<file path="src/rtl/qca_pkg.sv">
`timescale 1ns/1ps
package qca_pkg;
  localparam int NUM_LANE = 2;
  localparam int LANE_SIN = 0;
  localparam int LANE_COS = 1;

  typedef struct packed {
    logic vld;
    logic first;
    logic last;
  } tag_t;
endpackage

</file>
<file path="src/rtl/qca_seq.sv">
`timescale 1ns/1ps
module qca_seq
  import qca_pkg::*;
#(
  parameter int NUM_PIX = 24,
  parameter int IDX_W   = 5
) (
  input  logic             clk_i,
  input  logic             rst_ni,
  input  logic             smp_valid_i,
  input  logic             smp_last_i,
  input  logic             tbl_we_i,
  input  logic [IDX_W-1:0] tbl_addr_i,
  output tag_t             tag_a_o,
  output tag_t             tag_b_o,
  output logic             tbl_wr_en_o,
  output logic             res_valid_o
);
  logic open_q;
  tag_t tag_d;
  logic busy;
  logic addr_ok;

  always_comb begin
    tag_d.vld   = smp_valid_i;
    tag_d.first = smp_valid_i & ~open_q;
    tag_d.last  = smp_valid_i & smp_last_i;
  end

  always_ff @(posedge clk_i or negedge rst_ni) begin
    if (!rst_ni) begin
      open_q      <= 1'b0;
      tag_a_o     <= '0;
      tag_b_o     <= '0;
      res_valid_o <= 1'b0;
    end else begin
      if (smp_valid_i) open_q <= ~smp_last_i;
      tag_a_o     <= tag_d;
      tag_b_o     <= tag_a_o;
      res_valid_o <= tag_b_o.vld & tag_b_o.last;
    end
  end

  // profile in flight until its last product is summed
  assign busy        = smp_valid_i | open_q | tag_a_o.vld | tag_b_o.vld;
  assign addr_ok     = int'(tbl_addr_i) < NUM_PIX;
  assign tbl_wr_en_o = tbl_we_i & ~busy & addr_ok;
endmodule

</file>
<file path="src/rtl/qca_coef_table.sv">
`timescale 1ns/1ps
module qca_coef_table
  import qca_pkg::*;
#(
  parameter int NUM_PIX = 24,
  parameter int IDX_W   = 5,
  parameter int COEF_W  = 16
) (
  input  logic                             clk_i,
  input  logic                             rst_ni,
  input  logic                             wr_en_i,
  input  logic [IDX_W-1:0]                 wr_addr_i,
  input  logic [NUM_LANE-1:0][COEF_W-1:0]  wr_coef_i,
  input  logic                             rd_en_i,
  input  logic [IDX_W-1:0]                 rd_idx_i,
  output logic [NUM_LANE-1:0][COEF_W-1:0]  rd_coef_o
);
  logic [NUM_LANE-1:0][COEF_W-1:0] mem_q [NUM_PIX];
  logic                            rd_ok;

  always_ff @(posedge clk_i or negedge rst_ni) begin
    if (!rst_ni) begin
      for (int e = 0; e < NUM_PIX; e++) mem_q[e] <= '0;
    end else if (wr_en_i) begin
      for (int e = 0; e < NUM_PIX; e++)
        if (int'(wr_addr_i) == e) mem_q[e] <= wr_coef_i;
    end
  end

  assign rd_ok = int'(rd_idx_i) < NUM_PIX;

  always_ff @(posedge clk_i or negedge rst_ni) begin
    if (!rst_ni) begin
      rd_coef_o <= '0;
    end else if (rd_en_i) begin
      rd_coef_o <= '0;
      for (int e = 0; e < NUM_PIX; e++)
        if (rd_ok && int'(rd_idx_i) == e) rd_coef_o <= mem_q[e];
    end
  end
endmodule

</file>
<file path="src/rtl/qca_mac_lane.sv">
`timescale 1ns/1ps
module qca_mac_lane
  import qca_pkg::*;
#(
  parameter int SAMPLE_W = 16,
  parameter int COEF_W   = 16,
  parameter int ACC_W    = 37,
  localparam int PROD_W  = SAMPLE_W + COEF_W
) (
  input  logic                       clk_i,
  input  logic                       rst_ni,
  input  logic signed [SAMPLE_W-1:0] smp_i,
  input  logic signed [COEF_W-1:0]   coef_i,
  input  tag_t                       tag_a_i,
  input  tag_t                       tag_b_i,
  output logic        [ACC_W-1:0]    res_o
);
  logic signed [PROD_W-1:0] prod_q;
  logic        [ACC_W-1:0]  prod_x;
  logic        [ACC_W-1:0]  acc_q;
  logic        [ACC_W-1:0]  sum;

  always_ff @(posedge clk_i or negedge rst_ni) begin
    if (!rst_ni)          prod_q <= '0;
    else if (tag_a_i.vld) prod_q <= smp_i * coef_i;
  end

  assign prod_x = {{(ACC_W-PROD_W){prod_q[PROD_W-1]}}, prod_q};
  // first product of a profile replaces the running sum
  assign sum    = tag_b_i.first ? prod_x : acc_q + prod_x;

  always_ff @(posedge clk_i or negedge rst_ni) begin
    if (!rst_ni) begin
      acc_q <= '0;
      res_o <= '0;
    end else if (tag_b_i.vld) begin
      acc_q <= sum;
      if (tag_b_i.last) res_o <= sum;
    end
  end
endmodule

</file>
<file path="src/rtl/quad_corr_acc.sv">
`timescale 1ns/1ps
module quad_corr_acc
  import qca_pkg::*;
#(
  parameter int  SAMPLE_W = 16,
  parameter int  COEF_W   = 16,
  parameter int  NUM_PIX  = 24,
  localparam int IDX_W    = (NUM_PIX > 1) ? $clog2(NUM_PIX) : 1,
  localparam int PROD_W   = SAMPLE_W + COEF_W,
  localparam int ACC_W    = PROD_W + $clog2(NUM_PIX + 1)
) (
  input  logic                clk_i,
  input  logic                rst_ni,
  input  logic                tbl_we_i,
  input  logic [IDX_W-1:0]    tbl_addr_i,
  input  logic [COEF_W-1:0]   tbl_sin_i,
  input  logic [COEF_W-1:0]   tbl_cos_i,
  input  logic                smp_valid_i,
  input  logic                smp_last_i,
  input  logic [IDX_W-1:0]    smp_idx_i,
  input  logic [SAMPLE_W-1:0] smp_data_i,
  output logic                res_valid_o,
  output logic [ACC_W-1:0]    res_is_o,
  output logic [ACC_W-1:0]    res_ic_o
);
  tag_t                            tag_a;
  tag_t                            tag_b;
  logic                            tbl_wr_en;
  logic [NUM_LANE-1:0][COEF_W-1:0] wr_coef;
  logic [NUM_LANE-1:0][COEF_W-1:0] coef_q;
  logic [SAMPLE_W-1:0]             smp_q;
  logic [NUM_LANE-1:0][ACC_W-1:0]  lane_res;

  assign wr_coef[LANE_SIN] = tbl_sin_i;
  assign wr_coef[LANE_COS] = tbl_cos_i;

  qca_seq #(
    .NUM_PIX(NUM_PIX),
    .IDX_W  (IDX_W)
  ) u_seq (
    .clk_i      (clk_i),
    .rst_ni     (rst_ni),
    .smp_valid_i(smp_valid_i),
    .smp_last_i (smp_last_i),
    .tbl_we_i   (tbl_we_i),
    .tbl_addr_i (tbl_addr_i),
    .tag_a_o    (tag_a),
    .tag_b_o    (tag_b),
    .tbl_wr_en_o(tbl_wr_en),
    .res_valid_o(res_valid_o)
  );

  qca_coef_table #(
    .NUM_PIX(NUM_PIX),
    .IDX_W  (IDX_W),
    .COEF_W (COEF_W)
  ) u_tbl (
    .clk_i    (clk_i),
    .rst_ni   (rst_ni),
    .wr_en_i  (tbl_wr_en),
    .wr_addr_i(tbl_addr_i),
    .wr_coef_i(wr_coef),
    .rd_en_i  (smp_valid_i),
    .rd_idx_i (smp_idx_i),
    .rd_coef_o(coef_q)
  );

  always_ff @(posedge clk_i or negedge rst_ni) begin
    if (!rst_ni)          smp_q <= '0;
    else if (smp_valid_i) smp_q <= smp_data_i;
  end

  for (genvar g = 0; g < NUM_LANE; g++) begin : g_lane
    qca_mac_lane #(
      .SAMPLE_W(SAMPLE_W),
      .COEF_W  (COEF_W),
      .ACC_W   (ACC_W)
    ) u_mac (
      .clk_i  (clk_i),
      .rst_ni (rst_ni),
      .smp_i  (smp_q),
      .coef_i (coef_q[g]),
      .tag_a_i(tag_a),
      .tag_b_i(tag_b),
      .res_o  (lane_res[g])
    );
  end

  assign res_is_o = lane_res[LANE_SIN];
  assign res_ic_o = lane_res[LANE_COS];
endmodule

</file>
<file path="config.mk">
export PLATFORM = sky130hd
export DESIGN_NAME = quad_corr_acc
export DESIGN_NICKNAME = d
export VERILOG_FILES = /design/src/rtl/qca_pkg.sv /design/src/rtl/qca_seq.sv /design/src/rtl/qca_coef_table.sv /design/src/rtl/qca_mac_lane.sv /design/src/rtl/quad_corr_acc.sv
export SDC_FILE = /design/constraint.sdc
export NUM_CORES = 2
export LEC_CHECK = 0
export BUFFER_PORTS_ARGS = -buffer_cell sky130_fd_sc_hd__buf_2
export CAP_MARGIN = 20
export CORE_MARGIN = 2
export CORE_UTILIZATION = 45
export DETAILED_ROUTE_END_ITERATION = 10
export HOLD_SLACK_MARGIN = 0.05
export PLACE_DENSITY = 0.57
export SLEW_MARGIN = 0
export SYNTH_ARGS = -nofsm -noshare
export SYNTH_HDL_FRONTEND = slang
export SYNTH_HIERARCHICAL = 1
export SYNTH_SLANG_ARGS = --single-unit
</file>
<file path="constraint.sdc">
create_clock -name clk_i -period 7.8 [get_ports clk_i]
set_input_delay 0.78 -clock clk_i [delete_from_list [all_inputs] [get_ports clk_i]]
set_output_delay 0.78 -clock clk_i [all_outputs]
set_load 0.01 [all_outputs]
</file>
* Yosys cells after proc, flatten, opt, wreduce, memory -nomap -nowiden *
Index checks and enable logic that the tools add are counted.

word-level totals
  bits in registers = 1036
  input port bits = 63
  word-level logic and storage cells = 205

cells by class
  $add $sub $neg = 2
  $mul = 2
  magnitude comparators = 2
  equal/unequal tests = 46
  mux-type cells = 26
  bitwise logic cells = 11
  reduce and logical (&&, ||, !) cells = 51

operator list
  kind                                                             number
  32-bit 2-to-1 mux                                                24
  5-bit == test, second input constant                             32
  37-bit adder                                                     2
  37-bit 2-to-1 mux                                                2
  16-bit by 16-bit multiplier with 32-bit output                   2
  2-bit AND reduction                                              25
  5-bit by 4-bit == test with 1-bit output, second input constant  8
  1-bit logical AND                                                24
  5-bit by 3-bit == test with 1-bit output, second input constant  4
  5-bit by 2-bit == test with 1-bit output, second input constant  2
  5-bit logical NOT                                                2
  5-bit < comparator, second input constant                        2
  1-bit AND                                                        5
  1-bit inverter                                                   3
  1-bit OR                                                         3

* Longest topological paths before layout *
  word-level depth = 26
  gate-level depth with buffers = 24
  mapped depth without buffers = 23

* Hierarchy *
Netlist, hierarchy kept.

modules (own cells, without submodules)
  module                          times used  cells an instance  area each (um^2)  sequential area each (um^2)
  qca_coef_table                  1           2980               37324.5           20019.2
  qca_mac_lane (g_lane[0].u_mac)  1           1719               15837.7           2652.5
  qca_mac_lane (g_lane[1].u_mac)  1           1714               15782.6           2652.5
  quad_corr_acc                   1           34                 649.4             400.4
  qca_seq                         1           15                 241.5             200.2

* Least setup slack after synthesis *
No wires, ideal clock.

  path type = register to register
  start point = reg smp_q[15]
  end point = reg g_lane[0].u_mac.prod_q[27]
  arrival time = 6.096 ns
  slack = 1.579 ns
  stages on the path, launching flop included = 23
  period minus slack after synthesis = 6.221 ns
  cell sequence = dfrtp_1 -> clkbuf_1 -> nand2_1 -> inv_1 -> fa_1 -> inv_1 -> fa_1 -> fa_1 -> inv_1 -> fa_1 -> fa_1 -> fa_1 -> ha_1 -> a21o_1 -> a21o_1 -> a21o_1 -> a221o_1 -> a2111o_1 -> o211ai_2 -> o21ba_1 -> nand2b_1 -> xor2_1 -> mux2_4

on the way
  cells in the longest elaborated chain, start to end = 1

RTL lines
  item                                            line                 RTL
  start: declaration                              quad_corr_acc.sv:31  logic [SAMPLE_W-1:0] smp_q;
  start signal: assignment                        quad_corr_acc.sv:70  else if (smp_valid_i) smp_q <= smp_data_i;
  16-bit by 16-bit multiplier with 32-bit output  qca_mac_lane.sv:25   else if (tag_a_i.vld) prod_q <= smp_i * coef_i;
  end signal: assignment                          qca_mac_lane.sv:25
  end: declaration                                qca_mac_lane.sv:18   logic signed [PROD_W-1:0] prod_q;

No other way between the ends.
A chain may end at the register's enable or synchronous reset.

* Worst setup path in the final report *
  start point = reg smp_q[10]
  end point = reg g_lane[0].u_mac.prod_q[30]

Same word-level chain as after synthesis.

==> impl_metrics.tcl <==
set metrics [dict create \
    p_leak_nw 37.1 \
    instances_no_fill 8573 \
    slew-limit-headroom_pct 19.1 \
    status "completed" \
    crit_path_max_incr_delay_ns 0.81 \
    antenna_found_initial 17 \
    comb_power_share_pct 66.4 \
    setup_viol 0 \
    postCtsSetupBuffers 0 \
    synth_area_sq_mm 0.0698 \
    die-width_microns 398 \
    fp.dieH_microns 398 \
    cp-start-kind "flip-flop" \
    async_flop_share_pct 100 \
    ios 138 \
    grt_max_degree 179 \
    cts_max_level 3 \
    cp_common_cell "fa_1" \
    setup-tns-final_ns 0 \
    grt_overflow_total 0 \
    p_per_area_mw_per_mm2 481 \
    fmax_mhz 146 \
    core_area_sq_mm 0.154 \
    nets 7253 \
    dp_cells 8353 \
    hpwlAfterDp_microns 138000 \
    required_ns 8.40 \
    ff2ff_setup_slack_ns 0.95 \
    cpMaxStageDelayCell "dfrtp_1" \
    netlist_instances 6462 \
    rows 144 \
    synth_ff_type "dfrtp_1" \
    clk_pin_slew_worst_paths_ns 0.06 \
    num_vias 49500 \
    cp-end-kind "flip-flop" \
    clk_path_buf_depth 3 \
    syn_to_final_growth_pct 9.31 \
    total_power_mw 36.7 \
    pwr-share-seq_pct 18.6 \
    p_sw_mw 16.4 \
    syn_nets 7287 \
    cap_violations 0 \
    dr.pass1.iters 6 \
    synth_seq_cells 1036 \
    io_buffers 137 \
    wire_per_inst_microns 23.9 \
    synth_enable_flop_cells 0 \
    mostFrequentLayoutCells "1033 x dfrtp_1, 857 x mux2_2, 597 x inv_1" \
    die_area_sq_mm 0.158 \
    vias_per_cell 5.77 \
    syn_avg_cell_area_sq_um 10.8 \
    irDropWorstVdd_v 0.000737 \
    period_needed_ns 6.85 \
    cts_sinks 1036 \
    synth.distinct_cells 115 \
    ys_warn_count 6 \
    first_iter_violations 3696 \
    finalCritPeriodShare_pct 87.8 \
    min_path_type "primary input to flip-flop" \
    wl_microns 205000 \
    crit_family "adder cells" \
    route.detailed.drc 0 \
    floorplan.initialDensity_pct 45.3 \
    grt_pass1_vias 51200 \
    drv_slew 0 \
    arrival_ns 7.45 \
    grt_setup_unrepaired "false" \
    layout-drive-gt1-share_pct 22.0 \
    final_common_cell "dfrtp_1" \
    routabilityCongestion 0.848 \
    cts_made_buffers 115 \
    grt_pass1_wl_microns 316000 \
    critPathMaxFanout 17 \
    hold_viol 0 \
    tightest_slew_ns 1.21 \
    cp.buffers_inverters 4 \
    p_int_mw 20.3 \
    clk_latency_ns 0.78 \
    seq_area_frac_synth_pct 37.1 \
    postLayoutCoreUtil_pct 49.6 \
    track_usage_pct 26.1 \
    cts_tree "done" \
    path_class "flip-flop to flip-flop" \
    crit_chain "buf_4 -> nand2_1 -> fa_1 -> inv_1 -> fa_1 -> fa_1 -> fa_1 -> fa_1 -> inv_1 -> fa_1 -> inv_1 -> ha_1 -> nand4_1 -> nor2_1 -> nand2_1 -> a21oi_1 -> o2111ai_2 -> a21oi_1 -> or3_1 -> a31oi_1 -> xnor2_1 -> mux2_2" \
    clockPowerShare_pct 15.1 \
    swShare_pct 44.8 \
    skew_ns 0.0756 \
    cts_root_buffer "clkbuf_16" \
    ant_nets 0 \
]
-- timing repair --
action                                  4_1_cts  5_1_grt
hold endpoints to repair                      9        0
hold buffers                                  1        0
gates resized for setup                       0        0
endpoints found under the setup margin        0        0
-- final cells by class --
type                       instances  area (sq um)
fill                           14100         77700
multi-input combinational       4412         40000
sequential                      1036         25900
clock buffer                     171          3370
tap                             2044          2560
inverter                         601          2260
timing repair buffer             262          1720
clock inverter                    42           509
antenna                            5          12.5
-- cells in the mapped netlist, types with 13 or more instances --
cell type | count | area share (%)
a221oi_1 | 51 | 0.64
nor2b_1 | 38 | 0.34
mux2i_1 | 68 | 0.97
o21ai_1 | 16 | 0.11
nor2_1 | 309 | 1.7
o21bai_1 | 21 | 0.23
mux4_2 | 13 | 0.42
a31oi_1 | 36 | 0.32
mux2_2 | 857 | 14
nand4_1 | 27 | 0.24
xor2_1 | 31 | 0.39
fa_1 | 526 | 15
nand2_1 | 499 | 2.7
o211ai_1 | 20 | 0.21
nand3_1 | 54 | 0.39
dfrtp_1 | 1036 | 37
a2bb2oi_1 | 14 | 0.18
buf_1 | 44 | 0.24
a21o_1 | 48 | 0.52
ha_1 | 236 | 4.2
nor3_1 | 66 | 0.47
o22ai_1 | 57 | 0.51
and2_1 | 258 | 2.3
xnor2_1 | 95 | 1.2
buf_4 | 22 | 0.24
a211o_1 | 16 | 0.20
inv_1 | 598 | 3.2
a211oi_1 | 44 | 0.47
o21ai_0 | 237 | 1.7
nand2b_1 | 53 | 0.47
and3_1 | 21 | 0.19
a21oi_1 | 343 | 2.5
a22oi_1 | 36 | 0.39
o221ai_1 | 30 | 0.38
clkbuf_1 | 240 | 1.3
o21a_1 | 28 | 0.30
buf_2 | 97 | 0.70
or3_1 | 29 | 0.26
-- cells by family (layout without fill, tap and decap cells) --
kind of cell,count (synthesis),in the layout,synth area share [%]
other,0,5,0
buffers and inverters,1014,1076,5.85
multiplexers,958,958,15.7
AND/OR/NAND/NOR,1430,1430,9.91
adder cells (fa/ha/maj),762,762,19.3
XOR/XNOR,126,126,1.58
AO/OA/AOI/OAI,1136,1136,10.6
flip-flops,1036,1036,37.1
-- power by group through the flow --
stage / combinational (mW) / clock (mW) / sequential (mW)
2_1_floorplan: 19.3 / 0 / 6.71
3_3_place_gp: 24.2 / 0 / 6.89
3_5_place_dp: 24.5 / 0 / 6.90
4_1_cts: 24.6 / 5.65 / 6.81
5_1_grt: 27.8 / 5.87 / 6.90
6_report: 24.3 / 5.53 / 6.81
-- final timing paths --
kind,startpoint,to,cells past startpoint
hold reg to reg,u_seq/tag_a_o[1],u_seq/tag_b_o[1],0
min in group asynchronous,rst_ni,g_lane[0].u_mac/res_o[1],2
hold / removal,smp_data_i[4],smp_q[4],2
max in group asynchronous,rst_ni,g_lane[1].u_mac/res_o[31],4
setup / recovery,smp_q[10],g_lane[0].u_mac/prod_q[30],22
setup reg to reg,smp_q[10],g_lane[0].u_mac/prod_q[30],22
-- layer usage --
layer	share of wire, %	wire length (microns)	global-route usage (%)
met4	3.5	7250	8.65
met1	42	87100	34.5
met2	48	98000	43.2
met5	0.028	57	0
met3	6.1	12500	4.86
-- through the flow --
step	setup slack, ns	area (sq um)	hold slack, ns
6_report	0.949	76300	0.253
5_1_grt	0.550	76300	0.209
4_1_cts	0.948	76300	0.189
3_5_place_dp	1.01	72400	0.339
3_3_place_gp	1.10	72400	0.335
2_1_floorplan	1.58	69800	0.331
-- state kept, by name, indices dropped and copies added, names as in the netlist, 3 cells and up --
name,count
g_lane.u_mac/acc_q,74
g_lane.u_mac/prod_q,64
g_lane.u_mac/res_o,74
smp_q,16
u_seq/tag_a_o,3
u_seq/tag_b_o,3
u_tbl/mem_q,768
u_tbl/rd_coef_o,32
Note: power is estimated with default switching activity, not from simulation.
